==> src/rtl/eye_ser_pkg.sv <==
package eye_ser_pkg;

  localparam int unsigned EYE_WORD_BITS   = 9;
  localparam int unsigned EYE_FRAME_SLOTS = 24;
  localparam int unsigned EYE_ADDR_W      = 8;

  // Per-bit-period strobes from the frame sequencer
  typedef struct packed {
    logic tick;      // bit clock rises at the next edge
    logic load;      // next slot is slot 0: capture a new sample pair
    logic addr_upd;  // next slot is the last slot: copy the host address
  } eye_strobe_t;

endpackage

==> src/rtl/eye_tick_gen.sv <==
module eye_tick_gen #(
  parameter int unsigned CLK_PER_BIT = 4
) (
  input  logic clk,
  input  logic rst_n,
  output logic tick_o,
  output logic bit_clk_o
);

  localparam int unsigned PW = (CLK_PER_BIT > 2) ? $clog2(CLK_PER_BIT) : 1;
  localparam logic [PW-1:0] PH_LAST = PW'(CLK_PER_BIT - 1);
  localparam logic [PW-1:0] PH_HALF = PW'(CLK_PER_BIT / 2);

  logic [PW-1:0] phase_q, phase_d;
  logic          bclk_q, bclk_d;

  always_comb begin
    tick_o  = (phase_q == PH_LAST);
    phase_d = tick_o ? '0 : phase_q + 1'b1;
    bclk_d  = (phase_d < PH_HALF);
  end

  always_ff @(posedge clk or negedge rst_n) begin
    if (!rst_n) begin
      phase_q <= PH_LAST;
      bclk_q  <= 1'b0;
    end else begin
      phase_q <= phase_d;
      bclk_q  <= bclk_d;
    end
  end

  assign bit_clk_o = bclk_q;

endmodule

==> src/rtl/eye_frame_ctl.sv <==
module eye_frame_ctl
  import eye_ser_pkg::*;
#(
  parameter int unsigned FRAME_SLOTS = EYE_FRAME_SLOTS,
  parameter int unsigned WORD_BITS   = EYE_WORD_BITS
) (
  input  logic        clk,
  input  logic        rst_n,
  input  logic        tick_i,
  output eye_strobe_t strobe_o,
  output logic        word_clk_o
);

  localparam int unsigned SW = $clog2(FRAME_SLOTS + 1);
  localparam logic [SW-1:0] SL_LAST = SW'(FRAME_SLOTS - 1);
  localparam logic [SW-1:0] W_ON    = SW'(WORD_BITS);
  localparam logic [SW-1:0] W_OFF   = SW'(WORD_BITS + FRAME_SLOTS / 2);

  logic [SW-1:0] slot_q, slot_d;
  logic          wclk_q, wclk_d;

  always_comb begin
    slot_d = slot_q;
    wclk_d = wclk_q;
    if (tick_i) begin
      slot_d = (slot_q == SL_LAST) ? '0 : slot_q + 1'b1;
      wclk_d = (slot_d >= W_ON) && (slot_d < W_OFF);
    end
    strobe_o.tick     = tick_i;
    strobe_o.load     = tick_i && (slot_q == SL_LAST);
    strobe_o.addr_upd = tick_i && (slot_q == SL_LAST - 1'b1);
  end

  always_ff @(posedge clk or negedge rst_n) begin
    if (!rst_n) begin
      slot_q <= SL_LAST;
      wclk_q <= 1'b0;
    end else begin
      slot_q <= slot_d;
      wclk_q <= wclk_d;
    end
  end

  assign word_clk_o = wclk_q;

endmodule

==> src/rtl/eye_shifter.sv <==
module eye_shifter
  import eye_ser_pkg::*;
#(
  parameter int unsigned WORD_BITS = EYE_WORD_BITS
) (
  input  logic                 clk,
  input  logic                 rst_n,
  input  eye_strobe_t          strobe_i,
  input  logic [WORD_BITS-1:0] sample_i,
  output logic                 ser_o
);

  logic [WORD_BITS-1:0] sh_q, sh_d;

  always_comb begin
    sh_d = sh_q;
    if (strobe_i.load)
      sh_d = sample_i;
    else if (strobe_i.tick)
      sh_d = {sh_q[WORD_BITS-2:0], 1'b0};
  end

  always_ff @(posedge clk or negedge rst_n) begin
    if (!rst_n) sh_q <= '0;
    else        sh_q <= sh_d;
  end

  assign ser_o = sh_q[WORD_BITS-1];

endmodule

==> src/rtl/eye_pattern_serializer.sv <==
module eye_pattern_serializer
  import eye_ser_pkg::*;
#(
  parameter int unsigned CLK_PER_BIT = 4,
  parameter int unsigned WORD_BITS   = EYE_WORD_BITS,
  parameter int unsigned FRAME_SLOTS = EYE_FRAME_SLOTS,
  parameter int unsigned ADDR_W      = EYE_ADDR_W,
  parameter logic [ADDR_W-1:0] ADDR_RST = ADDR_W'(8'h17)
) (
  input  logic                 clk,
  input  logic                 rst_n,
  input  logic                 addr_we,
  input  logic [ADDR_W-1:0]    addr_wdata,
  output logic [ADDR_W-1:0]    addr_q,
  output logic [ADDR_W-1:0]    src_addr,
  input  logic [WORD_BITS-1:0] src_x,
  input  logic [WORD_BITS-1:0] src_y,
  output logic                 bit_clk,
  output logic                 word_clk,
  output logic                 ser_x,
  output logic                 ser_y
);

  localparam int unsigned NSTREAM = 2;

  // reset: asserted asynchronously, released on a clock edge
  logic [1:0] rst_sync_q;
  logic       rst_int_n;

  always_ff @(posedge clk or negedge rst_n) begin
    if (!rst_n) rst_sync_q <= 2'b00;
    else        rst_sync_q <= {rst_sync_q[0], 1'b1};
  end
  assign rst_int_n = rst_sync_q[1];

  // host address register and frame-aligned source address
  logic [ADDR_W-1:0] host_q, host_d, src_q, src_d;
  eye_strobe_t       strobe;
  logic              tick;

  always_comb begin
    host_d = addr_we ? addr_wdata : host_q;
    src_d  = strobe.addr_upd ? host_q : src_q;
  end

  always_ff @(posedge clk or negedge rst_int_n) begin
    if (!rst_int_n) begin
      host_q <= ADDR_RST;
      src_q  <= ADDR_RST;
    end else begin
      host_q <= host_d;
      src_q  <= src_d;
    end
  end

  assign addr_q   = host_q;
  assign src_addr = src_q;

  eye_tick_gen #(.CLK_PER_BIT(CLK_PER_BIT)) u_tick (
    .clk       (clk),
    .rst_n     (rst_int_n),
    .tick_o    (tick),
    .bit_clk_o (bit_clk)
  );

  eye_frame_ctl #(.FRAME_SLOTS(FRAME_SLOTS), .WORD_BITS(WORD_BITS)) u_frame (
    .clk        (clk),
    .rst_n      (rst_int_n),
    .tick_i     (tick),
    .strobe_o   (strobe),
    .word_clk_o (word_clk)
  );

  logic [WORD_BITS-1:0] samp [NSTREAM];
  logic [NSTREAM-1:0]   ser;

  assign samp[0] = src_x;
  assign samp[1] = src_y;

  for (genvar g = 0; g < NSTREAM; g++) begin : g_stream
    eye_shifter #(.WORD_BITS(WORD_BITS)) u_sh (
      .clk      (clk),
      .rst_n    (rst_int_n),
      .strobe_i (strobe),
      .sample_i (samp[g]),
      .ser_o    (ser[g])
    );
  end

  assign ser_x = ser[0];
  assign ser_y = ser[1];

endmodule

==> config.mk <==
export PLATFORM = sky130hd
export DESIGN_NAME = eye_pattern_serializer
export DESIGN_NICKNAME = d
export VERILOG_FILES = /design/src/rtl/eye_ser_pkg.sv /design/src/rtl/eye_tick_gen.sv /design/src/rtl/eye_frame_ctl.sv /design/src/rtl/eye_shifter.sv /design/src/rtl/eye_pattern_serializer.sv
export SDC_FILE = /design/constraint.sdc
export NUM_CORES = 1
export LEC_CHECK = 0
export ABC_AREA = 1
export BUFFER_PORTS_ARGS = -buffer_cell sky130_fd_sc_hd__buf_2
export CORE_MARGIN = 10
export CORE_UTILIZATION = 30
export DETAILED_ROUTE_END_ITERATION = 16
export GPL_TIMING_DRIVEN = 0
export PLACE_DENSITY = 0.58
export REMOVE_ABC_BUFFERS = 1
export SLEW_MARGIN = 20
export SYNTH_ARGS = -nofsm -noshare
export SYNTH_HDL_FRONTEND = slang
export SYNTH_SLANG_ARGS = --single-unit
==> constraint.sdc <==
create_clock -name clk -period 1.35 [get_ports clk]
set_input_delay 0.0675 -clock clk [delete_from_list [all_inputs] [get_ports clk]]
set_output_delay 0.0675 -clock clk [all_outputs]
set_load 0.05 [all_outputs]
==> run summary <==
Synthesis inferred 45 register bits. The flow ran to the end, but the final reports show violations. The number of top-level pins came out at 49. The sum of overflow across all layers after global routing came out at 0. The count of unresolved DRC violations after routing came out at 0. The via count normalized by instance count is 4.60. By area the synthesized netlist is led by dfrtp_1 39%, dfstp_2 18%, nand2_1 12%, o21ai_0 7.0%, inv_1 4.7%. The fraction of registers with async set or reset after synthesis came out at 1.00. The via count of the first global-routing pass came out at 1893.

The flip-flop cell with the highest count after synthesis is dfrtp_1. The gate count after technology mapping is 227. The HPWL after detailed placement is 3.16 mm. The repair_antennas step left the layout with diodes totalling 0. The total power divided by cell area came out at 848 nW/um2. The maximum fanout encountered on the critical timing path is 7. The final critical-path required period came out at 1.46 ns.

The wire length per cell came out at 14.2 um. The routed design has 5.49 mm of wire. Counting every sink on the clock net gives 45. The setup slack of the most critical reg-to-reg path is -0.11 ns. Setup repair after global routing could not meet its margin everywhere. The number of design-rule violations left by the first detailed-router iteration is 58.

The number of port buffers is 48. Averaged over all synthesized cells, the footprint is 8.81 um2. The area of the die is 10300 um2. The count of nets left with antenna violations once routing finished came out at 0. The placement row count is 29. The largest buffer count on any clock path is 2.

The total area inside the core boundary comes to 6420 um2. The H-tree level count is 2. The number of enable flip-flop cells after synthesis came out at 0. In the global route stage, overall resource usage came out at 0.108. The number of inserted filler cells in the final layout came out at 612.

The cell count of the worst reg-to-reg path is 9. The root cell of the clock tree is clkbuf_8. Clock-pin slew was measured on the worst setup and hold paths at 0.09 ns. The area fraction of the dominant cell type after synthesis came out at 0.388. The final worst-path cycle share is 1.08.

After synthesis, the most frequently instantiated cells are 62 x nand2_1, 31 x dfrtp_1, 28 x o21ai_0. The worst path arrival time is 1.70 ns. The critical path launch point is u_frame.slot_q[0]$_DFFE_PN1P_. The required time at the worst-slack endpoint is 1.60 ns. The initial antenna violation count came to 0. The worst setup path endpoint is g_stream[1].u_sh.sh_q[8]$_DFFE_PN0P_.

The max-slew violation count came out at 0. The worst setup path is launched from a flip-flop. The sequential cells in the finished layout cover a total of 1140 um2. The hold violation count in the final report is 0. For this configuration, the core starts out at a cell density of 0.311. Setup violations remaining at the end of the flow were counted as 15. The source-to-sink clock delay at the later pin of the worst-skew pair came out at 0.30 ns.

The area of the multi-input gates is 903 um2. After layout, the worst setup slack is -0.106 ns. The total vias in the final route is 1774. The sequential share of the synthesized area is 0.572. The synthesized netlist contains 23 unique library cells.

The worst setup path is captured at a flip-flop. The fraction of final layout cells with drive strength greater than 1 came out at 0.460. The first TritonRoute pass finished after 4 iterations. The number of clock buffers inserted by TritonCTS came out at 5. Entering global routing, the biggest net connects 26 pins. The worst setup timing slack at the placement stage is -1.11 ns. The wire length of the first global-routing pass came out at 9.00 mm. VDD sags by at most 0.000563 V. TritonCTS built the clock tree.

The path class of the tightest hold or removal check is input port to flip-flop. Measured along the y axis, the die boundary spans 102 um. The weighted congestion reported at the end of routability-driven placement came out at 0.818. The number of nets at the end of the flow came out at 340.

In this run the critical register-to-register path is captured at g_stream[1].u_sh.sh_q[8]$_DFFE_PN0P_. The achievable frequency came out at 687 MHz. The most common cell in the synthesized netlist is nand2_1. The post-route setup TNS is -0.964 ns.

The final clock skew came out at 0.00569 ns. The tool flagged a number of max-cap violations equal to 0. The Yosys warning count came out at 0. The static leakage is 1.42 nW. The largest area contributor in the netlist is dfrtp_1.

The checks that failed: negative setup slack. The horizontal die dimension came out at 102 um. The area growth from synthesis to layout is 45.8%.

The type of the worst setup path is flip-flop to flip-flop. In this run the critical register-to-register path is launched from u_frame.slot_q[0]$_DFFE_PN1P_. The synthesized netlist occupies a cell area of 2000 um2.
-- what timing repair did --
action / 4_1_cts / 5_1_grt
setup buffers: 14 / 5
setup endpoints to repair: 33 / 31
hold buffers: 10 / 0
gates resized for setup: 41 / 36
pin swaps: 14 / 12
gates cloned: 6 / 0
endpoints found under the hold margin: 11 / 0
-- per-stage QoR --
step	cells	utilization	power (W)	hold slack (ns)	instance area (um2)
2_1_floorplan	217	-	0.00154	-0.228	1930
5_1_grt	386	0.454	0.00259	0.0180	2920
3_5_place_dp	343	0.357	0.00163	-0.146	2290
6_report	386	0.454	0.00247	0.0140	2920
3_3_place_gp	342	0.354	0.00162	-0.146	2270
4_1_cts	381	0.434	0.00250	0.00155	2790
-- worst min path at each step --
stage                   from                                   end  slack (ns)  cells past startpoint
global route        src_x[0]  g_stream[0].u_sh.sh_q[0]$_DFFE_PN0P_        0.02                      3
global placement       rst_n               rst_sync_q[0]$_DFF_PN0_       -0.15                      1
finish              src_x[0]  g_stream[0].u_sh.sh_q[0]$_DFFE_PN0P_        0.01                      3
floorplan              rst_n               rst_sync_q[0]$_DFF_PN0_       -0.23                      0
CTS                 src_x[0]  g_stream[0].u_sh.sh_q[0]$_DFFE_PN0P_       0.002                      3
detailed placement     rst_n               rst_sync_q[0]$_DFF_PN0_       -0.15                      1
-- critical path, cell delays in order (launching register included) --
cell	delay [ns]
dfstp_2	0.60
ha_4	0.17
nand2_4	0.08
clkinv_8	0.10
nand2_8	0.12
inv_6	0.10
nand2_1	0.05
nand3_1	0.07
o21ai_1	0.06
inv_1	0.05
-- cell families (layout without fill, tap and decap cells) --
group / count (synthesis) / after routing / share of synthesized area
simple gates: 94 / 97 / 0.199
buf+inv: 38 / 117 / 0.0851
compound gates: 46 / 46 / 0.123
flops: 45 / 45 / 0.572
fa+ha+maj: 3 / 3 / 0.0188
other cells: 1 / 1 / 0.00188
-- registers in the layout, indices dropped and copies added, names as in the netlist --
| signal | flops |
|---|---|
| addr_q | 8 |
| g_stream.u_sh.sh_q | 18 |
| rst_sync_q | 2 |
| src_addr | 8 |
| u_frame.slot_q | 5 |
| u_frame.word_clk_o | 1 |
| u_tick.bit_clk_o | 1 |
| u_tick.phase_q | 2 |
-- layer usage --
layer  vias to the layer above  share of wire  global-route usage
li1                        885              -                   -
met4                         0         0.0067              0.0264
met3                         4          0.097              0.0531
met2                        49           0.46               0.168
met5                         -              0                   0
met1                       836           0.44               0.131
-- placed cells by master (no fill, tap or decap), types with 5 or more instances in the layout --
cell type and instances:
nor2_1 9, dlygate4sd3_1 10, clkbuf_8 5, dfstp_2 14, dfrtp_1 30, buf_2 48
buf_4 16, o21ai_1 28, nand2_2 13, nand2_1 48, nand3_2 6, o21ai_0 11
inv_1 20, nand3_1 9
-- final cells by class --
class | instances | area share
Timing Repair inverter | 3 | 0.00901
Multi-Input combinational cell | 147 | 0.310
Sequential cell | 45 | 0.393
Clock buffer | 5 | 0.0236
Inverter | 28 | 0.0468
Tap cell | 77 | 0.0330
Clock inverter | 3 | 0.00730
Timing Repair Buffer | 78 | 0.178
-- power breakdown --
part           switching [W]  internal [W]  leakage [nW]
Clock               0.000478      0.000367        0.0445
Sequential         0.0000226       0.00138         0.531
Combinational       0.000144     0.0000770         0.849
Note: power is estimated with default switching activity, not from simulation.
